==> src/rtl/ien_pkg.sv <==
package ien_pkg;

  typedef enum logic [1:0] {
    OPC_NONE = 2'd0,
    OPC_EI   = 2'd1,
    OPC_DI   = 2'd2,
    OPC_RETN = 2'd3
  } op_cls_e;

  // Fold the decoded strobes into one class; strobes matter only at a boundary
  function automatic op_cls_e op_classify(input logic done, input logic ei,
                                          input logic di, input logic retn);
    op_cls_e c;
    c = OPC_NONE;
    if (done) begin
      if (ei)        c = OPC_EI;
      else if (di)   c = OPC_DI;
      else if (retn) c = OPC_RETN;
    end
    return c;
  endfunction

endpackage

==> src/rtl/ien_nmi_catch.sv <==
module ien_nmi_catch #(
  parameter logic LINE_AT_RESET = 1'b1
) (
  input  logic clk,
  input  logic rst_n,
  input  logic nmi_line,
  input  logic take,
  output logic pend
);

  logic line_q;
  logic rise;

  assign rise = nmi_line & ~line_q;

  always_ff @(posedge clk) begin
    if (!rst_n) begin
      line_q <= LINE_AT_RESET;
      pend   <= 1'b0;
    end else begin
      line_q <= nmi_line;
      pend   <= (pend | rise) & ~take;
    end
  end

  // an accepted request is consumed, so it cannot be taken twice
  p_nmi_consumed_r9: assert property (@(posedge clk) disable iff (!rst_n)
    take |=> !pend);

  // a detected edge stays latched until it is accepted
  p_nmi_held_r9: assert property (@(posedge clk) disable iff (!rst_n)
    (pend && !take) |=> pend);

endmodule

==> src/rtl/ien_arbiter.sv <==
module ien_arbiter
  import ien_pkg::*;
(
  input  logic    clk,
  input  logic    rst_n,
  input  logic    instr_done,
  input  op_cls_e op,
  input  logic    nmi_pend,
  input  logic    irq_level,
  input  logic    live,
  output logic    nmi_take,
  output logic    irq_take
);

  logic irq_blocked;

  // The enabling or disabling instruction's own boundary never admits a maskable request
  assign irq_blocked = (op == OPC_EI) || (op == OPC_DI);

  always_comb begin
    nmi_take = 1'b0;
    irq_take = 1'b0;
    if (instr_done) begin
      if (nmi_pend)
        nmi_take = 1'b1;
      else if (irq_level && live && !irq_blocked)
        irq_take = 1'b1;
    end
  end

  p_one_winner_r10: assert property (@(posedge clk) disable iff (!rst_n)
    !(nmi_take && irq_take));

  p_take_at_boundary_r10: assert property (@(posedge clk) disable iff (!rst_n)
    (nmi_take || irq_take) |-> instr_done);

  p_no_irq_on_enable_r3: assert property (@(posedge clk) disable iff (!rst_n)
    (op == OPC_EI) |-> !irq_take);

  p_irq_needs_live_r11: assert property (@(posedge clk) disable iff (!rst_n)
    irq_take |-> (live && irq_level));

  p_nmi_wins_r9: assert property (@(posedge clk) disable iff (!rst_n)
    (instr_done && nmi_pend) |-> nmi_take);

endmodule

==> src/rtl/ien_flags.sv <==
module ien_flags
  import ien_pkg::*;
(
  input  logic    clk,
  input  logic    rst_n,
  input  op_cls_e op,
  input  logic    nmi_take,
  input  logic    irq_take,
  output logic    live,
  output logic    shadow
);

  logic live_op, shadow_op;
  logic live_n, shadow_n;

  // First the completing instruction's own effect
  always_comb begin
    live_op   = live;
    shadow_op = shadow;
    unique case (op)
      OPC_EI:   begin live_op = 1'b1;   shadow_op = 1'b1; end
      OPC_DI:   begin live_op = 1'b0;   shadow_op = 1'b0; end
      OPC_RETN: begin live_op = shadow; end
      default:  ;
    endcase
  end

  // Then the acceptance on top of it
  always_comb begin
    live_n   = live_op;
    shadow_n = shadow_op;
    if (nmi_take) begin
      live_n   = 1'b0;
      shadow_n = live_op;
    end else if (irq_take) begin
      live_n   = 1'b0;
      shadow_n = 1'b0;
    end
  end

  always_ff @(posedge clk) begin
    if (!rst_n) begin
      live   <= 1'b0;
      shadow <= 1'b0;
    end else begin
      live   <= live_n;
      shadow <= shadow_n;
    end
  end

  p_reset_clear_r1: assert property (@(posedge clk)
    !rst_n |=> (!live && !shadow));

  p_enable_sets_r2: assert property (@(posedge clk) disable iff (!rst_n)
    (op == OPC_EI && !nmi_take) |=> (live && shadow));

  p_irq_clears_r4: assert property (@(posedge clk) disable iff (!rst_n)
    irq_take |=> (!live && !shadow));

  p_disable_clears_r7: assert property (@(posedge clk) disable iff (!rst_n)
    (op == OPC_DI) |=> (!live && !shadow));

  p_nmi_saves_r6: assert property (@(posedge clk) disable iff (!rst_n)
    (nmi_take && op == OPC_NONE) |=> (!live && shadow == $past(live)));

  p_retn_restores_r8: assert property (@(posedge clk) disable iff (!rst_n)
    (op == OPC_RETN && !nmi_take) |=> (live == $past(shadow) && $stable(shadow)));

  p_equal_kept_r5: assert property (@(posedge clk) disable iff (!rst_n)
    (!nmi_take && op != OPC_RETN && live == shadow) |=> (live == shadow));

endmodule

==> src/rtl/ien_ctrl.sv <==
module ien_ctrl
  import ien_pkg::*;
#(
  parameter logic NMI_LINE_AT_RESET = 1'b1
) (
  input  logic clk,
  input  logic rst_n,
  input  logic instr_done,
  input  logic op_ei,
  input  logic op_di,
  input  logic op_retn,
  input  logic irq_level,
  input  logic nmi_line,
  output logic irq_ack,
  output logic nmi_ack,
  output logic ien_live,
  output logic ien_shadow
);

  op_cls_e op;
  logic    nmi_pend;
  logic    nmi_take;
  logic    irq_take;

  assign op = op_classify(instr_done, op_ei, op_di, op_retn);

  ien_nmi_catch #(
    .LINE_AT_RESET(NMI_LINE_AT_RESET)
  ) u_nmi (
    .clk      (clk),
    .rst_n    (rst_n),
    .nmi_line (nmi_line),
    .take     (nmi_take),
    .pend     (nmi_pend)
  );

  ien_arbiter u_arb (
    .clk        (clk),
    .rst_n      (rst_n),
    .instr_done (instr_done),
    .op         (op),
    .nmi_pend   (nmi_pend),
    .irq_level  (irq_level),
    .live       (ien_live),
    .nmi_take   (nmi_take),
    .irq_take   (irq_take)
  );

  ien_flags u_flags (
    .clk      (clk),
    .rst_n    (rst_n),
    .op       (op),
    .nmi_take (nmi_take),
    .irq_take (irq_take),
    .live     (ien_live),
    .shadow   (ien_shadow)
  );

  always_ff @(posedge clk) begin
    if (!rst_n) begin
      irq_ack <= 1'b0;
      nmi_ack <= 1'b0;
    end else begin
      irq_ack <= irq_take;
      nmi_ack <= nmi_take;
    end
  end

  p_ops_exclusive_r12: assert property (@(posedge clk) disable iff (!rst_n)
    instr_done |-> $onehot0({op_ei, op_di, op_retn}));

  p_acks_exclusive_r10: assert property (@(posedge clk) disable iff (!rst_n)
    !(irq_ack && nmi_ack));

  p_irq_pulse_r10: assert property (@(posedge clk) disable iff (!rst_n)
    irq_ack |=> !irq_ack);

  p_nmi_pulse_r10: assert property (@(posedge clk) disable iff (!rst_n)
    nmi_ack |=> !nmi_ack);

  p_nmi_ack_live_r6: assert property (@(posedge clk) disable iff (!rst_n)
    nmi_ack |-> !ien_live);

  p_ack_after_boundary_r10: assert property (@(posedge clk) disable iff (!rst_n)
    (irq_ack || nmi_ack) |-> $past(instr_done));

endmodule

==> config.mk <==
export PLATFORM = sky130hd
export DESIGN_NAME = ien_ctrl
export DESIGN_NICKNAME = d
export VERILOG_FILES = /design/src/rtl/ien_pkg.sv /design/src/rtl/ien_nmi_catch.sv /design/src/rtl/ien_arbiter.sv /design/src/rtl/ien_flags.sv /design/src/rtl/ien_ctrl.sv
export SDC_FILE = /design/constraint.sdc
export NUM_CORES = 1
export LEC_CHECK = 0
export BUFFER_PORTS_ARGS = -buffer_cell sky130_fd_sc_hd__buf_2
export CORE_AREA = 2 2 39 41
export CTS_BUF_LIST = sky130_fd_sc_hd__clkbuf_8
export DETAILED_ROUTE_END_ITERATION = 16
export DIE_AREA = 0 0 41 43
export SKIP_LAST_GASP = 1
export SLEW_MARGIN = 30
export SYNTH_ARGS = -nofsm -noshare
export SYNTH_HDL_FRONTEND = slang
export SYNTH_SLANG_ARGS = --single-unit
==> constraint.sdc <==
create_clock -name clk -period 2.9 [get_ports clk]
set_input_delay 0.435 -clock clk [delete_from_list [all_inputs] [get_ports clk]]
set_output_delay 0.435 -clock clk [all_outputs]
set_load 0.01 [all_outputs]
Yosys cells after proc, flatten, opt, wreduce, memory -nomap -nowiden
Index checks and enable logic that the tools add are counted.

cells by class
  bitwise operators = 6
  mux-type cells = 13
  equal/unequal tests = 3
  reductions and logical operators = 6

operators by type and width
  operator                                                                count
  2-bit two-way mux                                                       4
  1-bit two-way mux                                                       7
  2-bit equality test (second input constant)                             2
  4-bit nonzero test                                                      1
  1-bit NOT                                                               3
  1-bit one-hot mux with 3 select lines                                   1
  3-bit OR reduction                                                      1
  1-bit AND                                                               2
  2-bit by 1-bit equality test with 1-bit output (second input constant)  1
  1-bit logical AND                                                       2
  1-bit one-hot mux with 2 select lines                                   1
  1-bit logical NOT                                                       1
  1-bit logical OR                                                        1
  1-bit bitwise OR                                                        1

storage, ports and cells
  flip-flop bits (word level) = 6
  output and inout port bits = 4
  input bits = 8
  logic and storage cells = 34

Logic depth before layout (Yosys ltp)
  depth after elaboration = 13
  depth in mapped cells = 7
  depth with buffers taken out = 7

Modules after synthesis
From an unflattened synthesis, not the netlist that was laid out.

second synthesis, totals
  cell total of the unflattened synthesis = 35
  area, all modules = 320.3 sq um

modules (own cells, without submodules)
  module         times used  cells each  seq. area each (sq um)  area each (sq um)
  ien_flags      1           17          40.0                    147.6
  ien_ctrl       1           8           40.0                    77.6
  ien_nmi_catch  1           6           40.0                    66.3
  ien_arbiter    1           4           0.0                     28.8

Worst setup path after synthesis
OpenSTA, ideal clock, no wires.

  path type = input -> register
  start point = input instr_done
  end point = register u_flags.shadow
  setup time = 0.117 ns
  arrival time = 1.696 ns
  stages = 6
  path buffers = 0
  path slack = 1.087 ns
  required time = 2.783 ns
  path through = inv_2 -> or3_1 -> ha_1 -> nand3b_1 -> a21o_1 -> a32o_1

on the way
  word-level cells in the longest chain between the ends = 10
  elaborated cells on any way between the ends = 16
  classes of those cells = 3 x eq/ne; 9 x mux; 4 x reduce/logical

ends and longest elaborated chain
  item                                                                                   RTL line                            RTL
  start, declared                                                                        ien_ctrl.sv:8                       input logic instr_done,
  2-bit two-way mux                                                                      ien_pkg.sv:15                       if (done) begin
  2-bit by 1-bit equality test with 1-bit output or 2-bit equality test (tied branches)  ien_arbiter.sv:18, ien_flags.sv:20
  1-bit logical OR                                                                       ien_arbiter.sv:18                   assign irq_blocked = (op == OPC_EI) || (op == OPC_DI);
  1-bit logical NOT                                                                      ien_arbiter.sv:26                   else if (irq_level && live && !irq_blocked)
  1-bit logical AND                                                                      ien_arbiter.sv:26
  1-bit two-way mux                                                                      ien_arbiter.sv:26
  1-bit two-way mux                                                                      ien_arbiter.sv:24                   if (nmi_pend)
  1-bit two-way mux                                                                      ien_arbiter.sv:23                   if (instr_done) begin
  1-bit two-way mux                                                                      ien_flags.sv:35                     end else if (irq_take) begin
  1-bit two-way mux                                                                      ien_flags.sv:32                     if (nmi_take) begin
  end signal, assigned                                                                   ien_flags.sv:47                     shadow <= shadow_n;
  end, declared                                                                          ien_flags.sv:10                     output logic shadow

Several ways; a longest one is shown, not always the timed one.
A chain may end at the register's enable or synchronous reset.

Worst setup path after layout
Same ends and word-level chain as after synthesis.

==> results.yml <==
setup_path:
  reg2reg_depth: 3
  worst-path-max-fanout: 4
  timing.critical_path.from_type: "primary input"
  cp_data_required_time_ns: 3.02
  startpoint_of_the_worst_slack_reg_to_reg_timing_path: "u_flags.live"
  critical_path.cell_chain: "buf_2, inv_2, or3_1, ha_1, nand3b_1, a21o_1, a32o_1"
  critPathCaptureType: "register"
  cpMaxStageDelayCell: "or3_1"
  max_stage_delay_ns: 0.37
  critical_setup_path_class: "in2reg"
  crit_start: "instr_done"
  worstPathArrival_ns: 1.90
worst_hold_path:
  hold_path_depth: 2
  min-delay-path-class: "in2reg"
  worstHoldStart: "nmi_line"
sta:
  fmax_ghz: 0.560
  relSlewSlack_pct: 75.6
  tightest_slew_ns: 0.362
  min_period_ns: 1.78
  final-setup-viol-count: 0
  finalHoldViolCount: 0
  period_share_pct: 61.6
  setup_repair_after_global_routing_missed_its_margin: "false"
  setup_tns_ns: 0
  number_of_slew_limit_violations_in_the_final_report: 0
  fin_worst_skew_ns: 0.00459
pwr:
  seq_power_share_pct: 36.1
  switching_power_as_a_share_of_total_power_pct: 23.2
  p_leak_nw: 0.204
  pwr-share-comb_pct: 12.2
  clock_power_share_pct: 51.6
  ir_worst_vdd_uv: 140
  power_uw: 250
  p_int_uw: 192
  p_sw_uw: 57.9
  power.density_cell_area_nw_per_um2: 601
placed_design:
  place.detailed.instances: 60
  global_placer_s_final_weighted_congestion: 0.639
  portBuffers: 11
  hpwl_um: 476
  placed_cell_area_um2: 374
yosys:
  synthDominantCellAreaShare_pct: 40.2
  yosys_warnings: 0
  netlist_instances: 33
  netlist_top_cells_area: "dfxtp_1 40%, ha_1 13%, o41ai_2 5.4%"
  synthDistinctLibCells: 19
  syn_nets: 44
  postSynthRegisterBits: 6
  synthesis.area_um2: 299
  ys_seq_area_share_pct: 40.2
  synthesis.area_per_instance_um2: 9.06
  synth_largest_area_cell: "dfxtp_1"
clocking:
  worst_skew_pair.late_latency_ns: 0.23
  post-cts-setup-buffers: 0
  cts_tree: "built"
  clock_tree.root_cell: "clkbuf_8"
  post_cts_resize_count: 0
  ctsLongestPathBuffers: 2
  postCtsHoldBufs: 0
  clkSinkCount: 6
  cts.reportedPaths.clkPinSlew_ns: 0.04
  cts-htree-levels: 1
  numCtsBuffers: 3
routing:
  detailroute.via_count: 285
  drc_viols: 0
  wirelength_um: 627
  detail_route.first_pass.iterations: 4
  vias_per_cell: 4.52
  routed_wire_length_per_instance_um: 9.95
  drt_iter0_drc: 5
  routed_antenna_nets: 0
die:
  fp.dieW_um: 41
  total_number_of_placement_rows: 14
  fp.dieArea_um2: 1760
  core_area_um2: 1380
  start_util_pct: 21.6
  dieHeight_um: 43
  ioPinCount: 12
grt:
  grt_pass1_vias: 267
  grt.total_usage_pct: 9.43
  grt_start_max_net_pins: 6
  grt_antenna_before_repair: 0
  grt_pass1_wl_um: 1000
  grt_overflow_total: 0
cells_and_area:
  finish.net_count: 60
  final_cell_area_um2: 415
  fill_cells: 157
  final_core_util_pct: 30.0
  antenna_cells_inserted: 0
  post_layout_nonfiller_instances: 63
  drive_above_1_share_pct: 34.0
  syn_to_final_growth_pct: 38.9
run_status:
  result_of_the_run: "completed"
run:
  max-cap-violations: 0
[cells in the mapped netlist]
library cell  n
a21o_1        1
a21oi_1       2
a22oi_1       1
a32o_1        1
and3_1        1
dfxtp_1       6
ha_1          3
inv_1         3
inv_2         1
nand2_1       2
nand2b_1      1
nand3b_1      1
nor2_1        3
nor2b_1       2
nor3_1        1
nor3b_1       1
o21ai_0       1
o41ai_2       1
or3_1         1
[power by group through the flow]
stage               combinational, mW  sequential (mW)  clock [mW]
floorplan                      0.0167           0.0922           0
global placement               0.0300           0.0915           0
detailed placement             0.0304           0.0916           0
CTS                            0.0307           0.0902       0.131
global route                   0.0345           0.0908       0.137
finish                         0.0306           0.0902       0.129
[final timing paths]
path                                        to  slack (ns)
worst max-delay path            u_flags.shadow        1.12
worst min-delay path              u_nmi.line_q        0.42
worst max register to register  u_flags.shadow        1.90
worst min register to register         irq_ack        0.48
[metal layers]
metal	GRT usage (%)	routed length (µm)	vias to the layer above	share of wire [%]
met2	12.8	286	15	46
met3	1.57	42	4	6.7
met4	14.0	37	0	5.9
met5	0	0	-	0
met1	9.29	261	121	42
li1	-	-	145	-
[kinds of logic (layout without fill, tap and decap cells)]
group | count (synthesis) | count (layout) | synth area share (%)
adders and majority gates | 3 | 3 | 12.6
AOI/OAI and AO/OA | 7 | 7 | 18.8
buffers and inverters | 4 | 18 | 5.02
and+or+nand+nor | 13 | 13 | 23.4
DFF | 6 | 6 | 40.2
[cells in the final DEF (no fill, tap or decap)]
cell and instances:
a22oi_1 1, dfxtp_1 6, a21o_1 1, nand2b_1 1
nor2b_1 2, a21oi_1 2, inv_1 3, buf_2 11
ha_1 3, nor3b_1 1, inv_2 1, nand2_1 2
a32o_1 1, o41ai_2 1, nor3_1 1, or3_1 1
clkbuf_8 3, nor2_1 3, o21ai_0 1, and3_1 1
nand3b_1 1
[metrics by stage]
stage | hold slack (ns) | setup WS, ns
after floorplan | 0.444 | 1.09
final | 0.416 | 1.12
after global placement | 0.487 | 0.883
after detailed placement | 0.475 | 0.883
after global routing | 0.427 | 0.987
after CTS | 0.411 | 1.12
[worst max-delay path, delay by kind of cell]
family / cells / cell delay, ns
buf+inv: 2 / 0.17
fa+ha+maj: 1 / 0.32
simple gates: 2 / 0.55
compound gates: 2 / 0.43
[sequential cells by signal, indices dropped and copies added (netlist names)]
register        count
u_flags.shadow      1
u_nmi.pend          1
u_flags.live        1
u_nmi.line_q        1
nmi_ack             1
irq_ack             1
[area by class of cell]
| type | count | area [µm²] | share of cell area [%] |
|---|---|---|---|
| repair buffers | 11 | 55.1 | 13.3 |
| inverters | 4 | 15.0 | 3.61 |
| well taps | 16 | 20.0 | 4.82 |
| flip-flops and latches | 6 | 120 | 28.9 |
| multi-input cells | 23 | 164 | 39.5 |
| clock buffers | 3 | 41.3 | 9.94 |
No activity file was read; power rests on OpenSTA's default activity.
